--- config.mk ---
export PLATFORM = sky130hd
export DESIGN_NAME = phase_track_loop
export DESIGN_NICKNAME = d
export VERILOG_FILES = /design/src/rtl/pt_pkg.sv /design/src/rtl/pt_tick.sv /design/src/rtl/pt_vote_acc.sv /design/src/rtl/pt_freq_int.sv /design/src/rtl/pt_code_ctr.sv /design/src/rtl/phase_track_loop.sv
export SDC_FILE = /design/constraint.sdc
export NUM_CORES = 1
export LEC_CHECK = 0
export ABC_AREA = 1
export BUFFER_PORTS_ARGS = -buffer_cell sky130_fd_sc_hd__buf_2
export CAP_MARGIN = 25
export CORE_MARGIN = 8
export CORE_UTILIZATION = 54
export DETAILED_ROUTE_END_ITERATION = 6
export GPL_ROUTABILITY_DRIVEN = 0
export PLACE_DENSITY = 0.73
export SETUP_SLACK_MARGIN = 0.1
export SLEW_MARGIN = 0
export SYNTH_ARGS = -nofsm -noshare
export SYNTH_HDL_FRONTEND = slang
export SYNTH_SLANG_ARGS = --single-unit
--- constraint.sdc ---
create_clock -name clk -period 3.3 [get_ports clk]
set_input_delay 0.165 -clock clk [delete_from_list [all_inputs] [get_ports clk]]
set_output_delay 0.165 -clock clk [all_outputs]
set_load 0.05 [all_outputs]
--- src/rtl/pt_pkg.sv ---
package pt_pkg;

  typedef enum logic [1:0] {
    DIR_HOLD = 2'b00,
    DIR_UP   = 2'b01,
    DIR_DN   = 2'b10
  } dir_e;

  function automatic dir_e dir_from(input logic neg, input logic nonzero);
    if (!nonzero)  return DIR_HOLD;
    else if (neg)  return DIR_DN;
    else           return DIR_UP;
  endfunction

endpackage

--- src/rtl/pt_tick.sv ---
module pt_tick #(
  parameter int LEN_W = 10
) (
  input  logic             clk,
  input  logic             rst_n,
  input  logic             en_i,
  input  logic [LEN_W-1:0] len_i,
  output logic             tick_o
);

  logic [LEN_W-1:0] cnt_q, cnt_d;

  always_comb begin
    tick_o = en_i && (cnt_q >= len_i);
    cnt_d  = cnt_q;
    if (!en_i || tick_o) cnt_d = '0;
    else                 cnt_d = cnt_q + LEN_W'(1);
  end

  always_ff @(posedge clk or negedge rst_n) begin
    if (!rst_n) cnt_q <= '0;
    else        cnt_q <= cnt_d;
  end

endmodule

--- src/rtl/pt_vote_acc.sv ---
module pt_vote_acc
  import pt_pkg::*;
#(
  parameter int ACC_W = 8
) (
  input  logic clk,
  input  logic rst_n,
  input  logic en_i,
  input  logic tick_i,
  input  logic vld_i,
  input  logic late_i,
  output dir_e dir_o
);

  localparam logic signed [ACC_W-1:0] ACC_MAX = {1'b0, {(ACC_W-1){1'b1}}};
  localparam logic signed [ACC_W-1:0] ACC_MIN = {1'b1, {(ACC_W-1){1'b0}}};

  logic signed [ACC_W-1:0] acc_q, acc_d, acc_sum;

  always_comb begin
    acc_sum = acc_q;
    if (vld_i && late_i && (acc_q != ACC_MAX))
      acc_sum = acc_q + ACC_W'(1);
    if (vld_i && !late_i && (acc_q != ACC_MIN))
      acc_sum = acc_q - ACC_W'(1);
    dir_o = dir_from(acc_sum[ACC_W-1], |acc_sum);
    if (!en_i || tick_i) acc_d = '0;
    else                 acc_d = acc_sum;
  end

  always_ff @(posedge clk or negedge rst_n) begin
    if (!rst_n) acc_q <= '0;
    else        acc_q <= acc_d;
  end

endmodule

--- src/rtl/pt_freq_int.sv ---
module pt_freq_int
  import pt_pkg::*;
#(
  parameter int FREQ_W = 4
) (
  input  logic clk,
  input  logic rst_n,
  input  logic en_i,
  input  logic tick_i,
  input  dir_e dir_i,
  output dir_e step_o
);

  localparam int SUM_W = FREQ_W + 2;
  localparam logic signed [FREQ_W-1:0] F_POS = {1'b0, {(FREQ_W-1){1'b1}}};
  localparam logic signed [FREQ_W-1:0] F_NEG = -F_POS;
  localparam logic signed [FREQ_W-1:0] F_BAD = {1'b1, {(FREQ_W-1){1'b0}}};

  logic signed [FREQ_W-1:0] freq_q, freq_d;
  logic signed [SUM_W-1:0]  f_ext, d_ext, total;

  always_comb begin
    f_ext = en_i ? {{2{freq_q[FREQ_W-1]}}, freq_q} : '0;
    case (dir_i)
      DIR_UP:  d_ext = SUM_W'(1);
      DIR_DN:  d_ext = '1;
      default: d_ext = '0;
    endcase
    total  = f_ext + d_ext;
    step_o = dir_from(total[SUM_W-1], |total);

    freq_d = freq_q;
    if (!en_i) begin
      freq_d = '0;
    end else if (tick_i) begin
      if ((dir_i == DIR_UP) && (freq_q != F_POS)) freq_d = freq_q + FREQ_W'(1);
      if ((dir_i == DIR_DN) && (freq_q != F_NEG)) freq_d = freq_q - FREQ_W'(1);
    end
  end

  always_ff @(posedge clk or negedge rst_n) begin
    if (!rst_n) freq_q <= '0;
    else        freq_q <= freq_d;
  end


  freq_range_chk: assert property (@(posedge clk) disable iff (!rst_n)
    freq_q != F_BAD);

endmodule

--- src/rtl/pt_code_ctr.sv ---
module pt_code_ctr
  import pt_pkg::*;
#(
  parameter int CODE_W = 6
) (
  input  logic              clk,
  input  logic              rst_n,
  input  logic              tick_i,
  input  dir_e              step_i,
  output logic [CODE_W-1:0] code_o
);

  logic [CODE_W-1:0] code_q, code_d;

  always_comb begin
    code_d = code_q;
    if (tick_i) begin
      case (step_i)
        DIR_UP:  code_d = code_q + CODE_W'(1);
        DIR_DN:  code_d = code_q - CODE_W'(1);
        default: code_d = code_q;
      endcase
    end
  end

  always_ff @(posedge clk or negedge rst_n) begin
    if (!rst_n) code_q <= '0;
    else        code_q <= code_d;
  end

  assign code_o = code_q;


  step_size_chk: assert property (@(posedge clk) disable iff (!rst_n)
    1'b1 |=> (code_q == $past(code_q)) ||
             (code_q == $past(code_q) + CODE_W'(1)) ||
             (code_q == $past(code_q) - CODE_W'(1)));

endmodule

--- src/rtl/phase_track_loop.sv ---
module phase_track_loop
  import pt_pkg::*;
#(
  parameter int CODE_W = 6,
  parameter int ACC_W  = 8,
  parameter int FREQ_W = 4,
  parameter int LEN_W  = 10
) (
  input  logic              clk,
  input  logic              rst_n,
  input  logic              track_en,
  input  logic              so_en,
  input  logic [LEN_W-1:0]  interval_len,
  input  logic              vote_valid,
  input  logic              vote_late,
  output logic [CODE_W-1:0] pi_code
);

  logic tick;
  dir_e vote_dir;
  dir_e step_dir;

  pt_tick #(.LEN_W(LEN_W)) u_tick (
    .clk    (clk),
    .rst_n  (rst_n),
    .en_i   (track_en),
    .len_i  (interval_len),
    .tick_o (tick)
  );

  pt_vote_acc #(.ACC_W(ACC_W)) u_acc (
    .clk    (clk),
    .rst_n  (rst_n),
    .en_i   (track_en),
    .tick_i (tick),
    .vld_i  (vote_valid),
    .late_i (vote_late),
    .dir_o  (vote_dir)
  );

  pt_freq_int #(.FREQ_W(FREQ_W)) u_freq (
    .clk    (clk),
    .rst_n  (rst_n),
    .en_i   (so_en),
    .tick_i (tick),
    .dir_i  (vote_dir),
    .step_o (step_dir)
  );

  pt_code_ctr #(.CODE_W(CODE_W)) u_code (
    .clk    (clk),
    .rst_n  (rst_n),
    .tick_i (tick),
    .step_i (step_dir),
    .code_o (pi_code)
  );


  freeze_chk: assert property (@(posedge clk) disable iff (!rst_n)
    !track_en |=> $stable(pi_code));


  hold_between_chk: assert property (@(posedge clk) disable iff (!rst_n)
    !tick |=> $stable(pi_code));

endmodule

Word level (Yosys, flattened, before mapping)
Cells that the tools add are included.
- logic and storage cells: 53
- bits of input ports: 16
- bits in registers: 28
- output and inout bits: 6
- multiplexer cells: 15
- add/subtract/negate cells: 8
- eq/ne operators: 10
- reduce and logical (&&, ||, !) cells: 15
- magnitude comparators: 1
- operators by type and width (operator ; number):
    2-to-1 mux 8 bit ; 3
    case mux 6 bit (2 select lines) ; 2
    2-to-1 mux 4 bit ; 4
    != test 8 bit, second input constant ; 2
    adder 10 x 1 -> 10 bit, second input constant ; 1
    >= comparator 10 bit ; 1
    2-to-1 mux 10 bit ; 1
    adder 8 x 2 -> 8 bit, second input constant ; 1
    2-to-1 mux 2 bit ; 4
    != test 4 bit, second input constant ; 2
    OR reduction 8 bit ; 1
    subtractor 8 x 2 -> 8 bit, second input constant ; 1
    logical AND 1 bit ; 7
    adder 6 x 1 -> 6 bit, second input constant ; 1
    adder 6 bit ; 1
    2-to-1 mux 6 bit ; 1
    OR reduction 6 bit ; 1
    subtractor 6 x 1 -> 6 bit, second input constant ; 1
    adder 4 x 2 -> 4 bit, second input constant ; 1
    == test 2 x 1 -> 1 bit, second input constant ; 2
    == test 2 bit, second input constant ; 2
    AND reduction 2 bit ; 2
    subtractor 4 x 2 -> 4 bit, second input constant ; 1
    != test 3 x 1 -> 1 bit, second input constant ; 1
    4 further kinds ; 5

Logic depth before layout (Yosys ltp)
Gate-level depths: netlist of the first run.
- word-level depth: 14
- mapped depth: 28

Cells and area by module
Synthesis of the first run repeated with hierarchy kept, for this count alone.
- cells, all modules: 397
- area, all modules: 2697.6 um^2
- by module, submodules not included (module ; times used ; cells an instance ; area an instance (um^2)):
    pt_vote_acc ; 1 ; 144 ; 867.1
    pt_tick ; 1 ; 95 ; 752.0
    pt_freq_int ; 1 ; 84 ; 576.8
    pt_code_ctr ; 1 ; 74 ; 501.7

Worst setup path after synthesis of the first run
OpenSTA, ideal clock, no wires.
- path kind: reg2reg
- start point: register u_acc.acc_q[0]
- end point: register u_code.code_q[5], in the netlist u_code.code_o[5]
- required time: 3157 ps
- buffers on the path: 0
- setup time: 143 ps
- arrival: 3301 ps
- path slack: -144 ps
- cell stages (with the launch flop): 27
- path through: dfrtp_1 -> inv_1 -> ha_1 -> nand2_1 -> nor2_2 -> nand2_4 -> nand2_8 -> inv_2 -> nand2_2 -> nand3_2 -> nor2_2 -> nand2_4 -> ha_1 -> nand3_1 -> nand3_1 -> nor2_1 -> a21oi_1 -> inv_1 -> ha_1 -> a21oi_1 -> nand2_1 -> a21oi_1 -> nor2_1 -> nor2_1 -> xor2_1 -> nor2_1 -> xor2_1
- longest elaborated chain between the ends: 14
- elaborated cells between the ends (all ways): 23
- those cells by class: add/sub: 3; eq/ne: 6; mux: 8; reduce/logical: 6
- ends and longest elaborated chain (what ; RTL line ; source):
    from (decl) ; pt_vote_acc.sv:18 ; logic signed [ACC_W-1:0] acc_q, acc_d, acc_sum;
    from (signal assigned) ; pt_vote_acc.sv:32 ; if (!rst_n) acc_q <= '0;
    from (signal assigned) ; pt_vote_acc.sv:33 ; else acc_q <= acc_d;
    parallel branches: the longest is 3 deep, another holds adder 8 x 2 -> 8 bit ; -- ;
    2-to-1 mux 8 bit (*) ; pt_vote_acc.sv:24 ; if (vld_i && !late_i && (acc_q != ACC_MIN))
    OR reduction 8 bit / 2-to-1 mux 2 bit (equally long branches) ; pt_vote_acc.sv:26, pt_pkg.sv:11 ;
    2-to-1 mux 2 bit (*) ; pt_pkg.sv:10 ; if (!nonzero) return DIR_HOLD;
    == test 2 bit / == test 2 x 1 -> 1 bit (equally long branches) ; pt_freq_int.sv:24 ; case (dir_i)
    case mux 6 bit (2 select lines) (*) ; pt_freq_int.sv:24 ;
    adder 6 bit (*) ; pt_freq_int.sv:29 ; total = f_ext + d_ext;
    OR reduction 6 bit / 2-to-1 mux 2 bit (equally long branches) ; pt_freq_int.sv:30, pt_pkg.sv:11 ;
    2-to-1 mux 2 bit (*) ; pt_pkg.sv:10 ;
    == test 2 x 1 -> 1 bit / == test 2 bit (equally long branches) ; pt_code_ctr.sv:18 ; case (step_i)
    nonzero test 2 bit (no source line) ; -- ;
    AND reduction 2 bit (no source line) ; -- ;
    to (signal assigned) ; pt_code_ctr.sv:28 ; else code_q <= code_d;
    to (decl) ; pt_code_ctr.sv:13 ; logic [CODE_W-1:0] code_q, code_d;
Mark *: on every way between the ends.
A chain may end at the register's enable or synchronous reset.

Worst setup path in the final report of the first run
Same ends and word-level chain as after synthesis.

==> results of run 1 <==
## final cells by class
cell class	count	area, sq um
clock inverter	1	30.0
timing repair buffer	46	295
inverter	58	223
clock buffer	3	41.3
sequential	28	701
fill	375	1430
multi-input combinational	266	1810
tap	54	67.6
## synth_stat cells (5+ instances only)
library cell  instances
nand2_1              88
inv_1                51
nor2_1               40
nand3_1              34
dfrtp_1              28
ha_1                 23
a21oi_1              14
nand4_1              10
inv_2                 7
nand2_2               7
nand2_4               6
xnor2_1               6
nor2_2                5
o21ai_0               5
## sequential cells by signal, indices dropped and copies added, names as in the netlist
| name | count |
|---|---|
| u_tick.cnt_q | 10 |
| u_acc.acc_q | 8 |
| u_code.code_o | 6 |
| u_freq.freq_q | 4 |
## power by group through the flow
stage	combinational, mW	clock [mW]	sequential (mW)
final	0.428	0.274	0.390
after global routing	0.478	0.289	0.393
after CTS	0.405	0.279	0.390
after detailed placement	0.387	0	0.396
after global placement	0.379	0	0.395
after floorplan	0.250	0	0.418
## per-stage QoR
step	utilization, %	std cells
final	68.9	456
after global routing	68.9	456
after global placement	63.2	444
after floorplan	-	352
after CTS	66.4	451
after detailed placement	63.2	444
## logic make-up after synthesis
family / share of synthesized area (%)
XOR/XNOR: 3.49
AND/OR/NAND/NOR: 40.9
AO/OA/AOI/OAI: 5.03
adder cells (fa/ha/maj): 13.9
flip-flops: 27.9
buffers and inverters: 8.82
## tightest hold or removal path: cells and delay by family
kind	cells	cell delay [ns]
and+or+nand+nor	2	0.15
buffers and inverters	3	0.17
## per-layer routing
layer	vias to the layer above	global-route usage (%)	part of all wire, %
met5	-	0	0
met4	0	2.83	0.40
met3	2	2.13	2.0
met2	25	28.5	51
met1	1070	19.8	47
li1	1222	-	-
## how the worst max path moves through the flow
| stage | from | endpoint | slack, ns |
|---|---|---|---|
| after floorplan | u_acc.acc_q[0] | u_code.code_o[5] | 0.07 |
| final | u_acc.acc_q[0] | u_code.code_o[5] | -0.04 |
| after global placement | u_acc.acc_q[1] | u_code.code_o[5] | 0.009 |
| after detailed placement | u_acc.acc_q[1] | u_code.code_o[5] | -0.05 |
| after CTS | u_acc.acc_q[0] | u_code.code_o[5] | 0.01 |
| after global routing | u_acc.acc_q[0] | u_code.code_o[5] | -0.27 |
## repair_timing
| action | in CTS | in global routing |
|---|---|---|
| setup buffers | 2 | 4 |
| hold buffers | 1 | 0 |
| pin swaps | 20 | 23 |
| gates cloned | 0 | 1 |
| setup endpoints to repair | 2 | 6 |
| hold endpoints to repair | 28 | 0 |
| resized for setup | 7 | 20 |
==> flow_summary_export.csv, run 1 <==
group,metric,value,unit
detailed_routing,drcViolationCount,0,
cts,clk_path_buf_depth,2,
timing,slew_viol_final,0,
critical_path,cp_top_family,"simple AND/OR/NAND/NOR gates",
timing,finalClockSkew,0.00186,ns
logic_synthesis,yosys-top-cells-area,"dfrtp_1 (28%), nand2_1 (13%), ha_1 (11%)",
cts,clkSinkCount,28,
floorplan,die_area,0.00709,sq mm
critical_path,r2r_end,"u_code.code_o[5]",
detailed_routing,wirelength,5510,um
critical_path,path_depth,22,
power,total_power,1.09,mW
hold_path,min_path_type,"input port to flop",
detailed_routing,firstDrtPassIters,4,
logic_synthesis,synth_ff_type,"dfrtp_1",
finish,final_common_cell,"nand2_1",
floorplan,core_area,0.00460,sq mm
timing,holdWs,0.238,ns
cts,clk_pin_slew,0.10,ns
detailed_routing,postRouteAntennaNets,0,
logic_synthesis,syn_area,0.00251,sq mm
power,power_switching,0.391,mW
critical_path,startpoint_type,"flop",
detailed_routing,vias,2319,
critical_path,cpPeakStageDelay,0.48,ns
floorplan,die_x,84.2,um
logic_synthesis,synth.net_count,394,
timing,finalCriticalPeriod,3.34,ns
critical_path,endpoint_kind,"flop",
logic_synthesis,synth_edf_count,0,
timing,finalSetupTns,-0.0440,ns
detailed_routing,viasPerCell,5.09,
run_status,status,"finished with violations",
placement,dp.final_hpwl,4350,um
timing,worstMarginPinSlew,0.638,ns
power,switching_share,35.8,%
global_routing,gr-total-overflow,0,
placement,port-buffer-count,21,
logic_synthesis,synthesis.area_per_instance,7.13,sq um
timing,finalSetupViolations,1,
global_routing,grt_pass1_vias,2313,
placement,place_area,0.00291,sq mm
logic_synthesis,netlist_instances,352,
timing,rsz0062_at_grt,"yes",
cts,cts_tree,"built",
hold_path,holdPathStages,5,
critical_path,reg2reg_depth,22,
floorplan,fp-row-count,25,
power,power.density,345,mW/mm^2
floorplan,start_util,54.6,%
power,ir_worst_vdd,181,uV
global_routing,grt_pass1_wl,9730,um
logic_synthesis,synth-async-reset-ratio,100,%
critical_path,path_buf_inv,4,
power,p_comb_share,39.2,%
logic_synthesis,ys_ff_latch,28,
timing,fmax,0.299,GHz
power,p_leak,1.75,nW
logic_synthesis,synth_top_area_share,27.9,%
timing,final_hold_viol_count,0,
logic_synthesis,yosysWarnings,0,
critical_path,critical_path_class,"flop to flop",
power,clkPwrFrac,25.1,%
critical_path,reg2reg_slack,-0.04,ns
critical_path,cpMaxStageDelayCell,"fa_1",
finish,final_cell_mix,"nand2_1 (79), inv_1 (48), nor2_1 (39)",
cts,numCtsBuffers,3,
logic_synthesis,yosys.area.top_type,"dfrtp_1",
finish,diodes,0,
finish,syn_to_final_growth,26.2,%
floorplan,io_pins,22,
floorplan,die_y,84.2,um
finish,layout-drive-gt1-share,28.4,%
detailed_routing,detail_route.wl_per_cell,12.1,um
cts,clkLatencyLatePin,0.27,ns
cts,cts.htree.levels,1,
flow_run,maxCapViolations,0,
logic_synthesis,synth_cell_types,29,
finish,nets,445,
critical_path,critPathMaxFanout,5,
timing,fin_crit_sh,101,%
finish,final_area,0.00317,sq mm
placement,preCtsSetupSlack,-0.0479,ns
global_routing,grtUsageTotal,15.9,%
timing,relSlewSlack,57.4,%
global_routing,antenna_found_initial,0,
run_status,violations,"negative setup slack",
power,internal_power,0.701,mW
hold_path,min_to,"u_acc.acc_q[2]",
critical_path,worstReg2RegStart,"u_acc.acc_q[0]",
cts,cts-root-buf,"clkbuf_8",
power,seq_power_share,35.7,%
timing,fin_ws,-0.0440,ns
detailed_routing,drt_iter0_markers,99,
critical_path,cp.required,3.47,ns
logic_synthesis,ys_seq_area_share,27.9,%
critical_path,crit_chain,"ha_2, nand2_2, nor2_4, nand2_4, buf_4, nand3_1, nand3_1, nand2_2, inv_2, nand2_2, nor2_4, nand2_4, ha_4, buf_4, inv_1, fa_1, nand2_1, nor4_1, nand3b_1, nand2_4, nor2_1, xor2_1",
global_routing,grt_max_degree,29,
critical_path,cp.arrival,3.51,ns
hold_path,holdCritStartpoint,"track_en",
No activity file was read; power rests on OpenSTA's default activity.
==> inputs of run 2 (changes only) <==
--- a/config.mk
+++ b/config.mk
@@ -8,11 +8,13 @@
 export ABC_AREA = 1
 export BUFFER_PORTS_ARGS = -buffer_cell sky130_fd_sc_hd__buf_2
 export CAP_MARGIN = 25
+export CELL_PAD_IN_SITES_DETAIL_PLACEMENT = 1
+export CELL_PAD_IN_SITES_GLOBAL_PLACEMENT = 1
 export CORE_MARGIN = 8
-export CORE_UTILIZATION = 54
+export CORE_UTILIZATION = 44
 export DETAILED_ROUTE_END_ITERATION = 6
 export GPL_ROUTABILITY_DRIVEN = 0
-export PLACE_DENSITY = 0.73
+export PLACE_DENSITY = 0.78
 export SETUP_SLACK_MARGIN = 0.1
 export SLEW_MARGIN = 0
 export SYNTH_ARGS = -nofsm -noshare
==> constraint.sdc (replaced) <==
create_clock -name clk -period 3.2 [get_ports clk]
set_input_delay 0.16 -clock clk [delete_from_list [all_inputs] [get_ports clk]]
set_output_delay 0.16 -clock clk [all_outputs]
set_load 0.05 [all_outputs]
==> run 2 against run 1 <==
Net effect:
- highest routed layer unchanged
- utilization shrank 6.6 points
- the run still ends with negative setup slack left
- register-to-register slack worse by 0.17 ns
- die area rose by 18%
- largest power group unchanged
- sequential power increased by 3%
- flip-flop and latch count unchanged
- first-iteration DRC count is 54% lower
- critical path depth up 6
- clock skew is 0.012 ns higher
==> flow_summary_export.csv, run 2 (same netlist as run 1, synthesis figures left out) <==
group,metric,value,unit
global_routing,grt_util_met1,20.1,%
finish,layout-drive-gt1-share,35.7,%
detailed_routing,drt_iter0_markers,46,
placement,place_area,0.00308,sq mm
cts,cts_tree,"built",
finish,largest_register_ffs,10,
floorplan,fp-row-count,27,
finish,final_area,0.00343,sq mm
cts,numCtsBuffers,3,
run_status,violations,"negative setup slack",
critical_path,critical_path_class,"flop to flop",
finish,multi_input_area,0.00185,sq mm
timing,worstMarginPinSlew,0.675,ns
timing,fin_ws,-0.214,ns
placement,preCtsSetupSlack,-0.312,ns
finish,nFillCells,710,
global_routing,grtUsageTotal,18.1,%
timing,relSlewSlack,55.0,%
floorplan,start_util,45.6,%
timing,slew_viol_final,0,
global_routing,antenna_found_initial,0,
critical_path,cpMaxStageDelayCell,"dfrtp_1",
cts,clk_pin_slew,0.11,ns
run_status,status,"finished with violations",
detailed_routing,vias,2565,
timing,rsz0062_at_grt,"yes",
floorplan,core_area,0.00551,sq mm
timing,finalClockSkew,0.0140,ns
cts,clkLatencyLatePin,0.29,ns
timing,holdWs,0.254,ns
timing,finalCriticalPeriod,3.41,ns
finish,syn_to_final_growth,36.6,%
finish,diodes,0,
critical_path,critPathMaxFanout,7,
floorplan,io_pins,22,
power,power.density,356,mW/mm^2
critical_path,r2r_end,"u_code.code_o[5]",
power,p_leak,1.89,nW
detailed_routing,drcViolationCount,0,
detailed_routing,firstDrtPassIters,4,
cts,cts-root-buf,"clkbuf_8",
hold_path,holdCritStartpoint,"track_en",
global_routing,grt_use_met3,2.22,%
cts,clkSinkCount,28,
detailed_routing,detail_route.wl_per_cell,15.3,um
timing,final_hold_viol_count,0,
cts,clk_path_buf_depth,2,
global_routing,grt-busiest-layer,"met2",
finish,ff_latch_area,702,sq um
global_routing,gr-total-overflow,0,
finish,regMostFlops,"u_tick.cnt_q",
floorplan,die_x,91.5,um
flow_run,maxCapViolations,0,
critical_path,reg2reg_depth,28,
critical_path,critPathMostFrequentCell,"nand2_4",
critical_path,crit_start,"u_acc.acc_q[1]",
critical_path,cp.required,3.39,ns
critical_path,cpPeakStageDelay,0.42,ns
timing,fin_crit_sh,107,%
critical_path,startpoint_type,"flop",
cts,cts.htree.levels,1,
placement,dp.final_hpwl,5810,um
global_routing,grt_use_met2,34.5,%
timing,finalSetupViolations,6,
floorplan,die_area,0.00838,sq mm
critical_path,reg2reg_slack,-0.21,ns
detailed_routing,wirelength,7620,um
detailed_routing,viasPerCell,5.15,
critical_path,endpoint_kind,"flop",
global_routing,grt_pass1_wl,12600,um
global_routing,grt_max_degree,29,
critical_path,endpoint,"u_code.code_o[5]",
critical_path,cp.arrival,3.60,ns
critical_path,worstReg2RegStart,"u_acc.acc_q[1]",
power,ir_worst_vdd,265,uV
finish,nets,469,
timing,fmax,0.293,GHz
hold_path,min_path_type,"input port to flop",
finish,final_cell_mix,"nand2_1 (76), buf_4 (48), inv_1 (47)",
finish,final_common_cell,"nand2_1",
detailed_routing,postRouteAntennaNets,0,
global_routing,grt_pass1_vias,2895,
timing,finalSetupTns,-0.600,ns
finish,fin_util,62.3,%
placement,port-buffer-count,21,
floorplan,die_y,91.5,um
-- run 2: per-stage QoR --
step	std cells	total power, mW
6_report	498	1.22
5_1_grt	498	1.29
4_1_cts	493	1.19
3_3_place_gp	481	0.837
2_1_floorplan	352	0.689
3_5_place_dp	481	0.853
-- run 2: final cells by class --
cell class	count	area share [%]
clock inverter	1	0.876
inverter	58	6.49
sequential	28	20.5
timing repair buffer	71	14.4
tap	72	2.63
clock buffer	3	1.20
multi-input combinational	265	53.9
-- run 2: timing repair --
item,4_1_cts,5_1_grt
resized for setup,20,22
endpoints found under the setup margin,6,7
pin swaps,18,18
hold buffers,1,0
endpoints found under the hold margin,28,0
buffers inserted,7,5
-- run 2: how the worst min path moves through the flow --
stage / to / slack [ns] / cells after the start
detailed placement: u_tick.cnt_q[9] / 0.24 / 1
global placement: u_tick.cnt_q[0] / 0.23 / 1
floorplan: u_acc.acc_q[0] / -0.14 / 0
CTS: u_tick.cnt_q[4] / 0.25 / 5
global route: u_tick.cnt_q[4] / 0.30 / 5
finish: u_tick.cnt_q[4] / 0.25 / 5
-- run 2: worst max-delay path: cells and delay by family, from the launching register on --
family / cells / cell delay, ns
flops: 1 / 0.42
simple gates: 16 / 1.40
fa+ha+maj: 3 / 0.54
buf+inv: 4 / 0.32
xor+xnor: 2 / 0.32
compound gates: 3 / 0.33
-- run 2: per-layer routing --
layer / routed length, um / vias to the layer above / share of wire (%)
li1: - / 1267 / -
met1: 3260 / 1246 / 43
met2: 4080 / 37 / 53
met3: 123 / 15 / 1.6
met4: 165 / 0 / 2.2
met5: 0 / - / 0
-- run 2: power breakdown --
group | internal [mW] | total (mW) | switching (mW) | leakage [nW]
registers | 0.374 | 0.403 | 0.0287 | 0.381
clock network | 0.168 | 0.291 | 0.123 | 0.0357
logic | 0.227 | 0.526 | 0.299 | 1.47
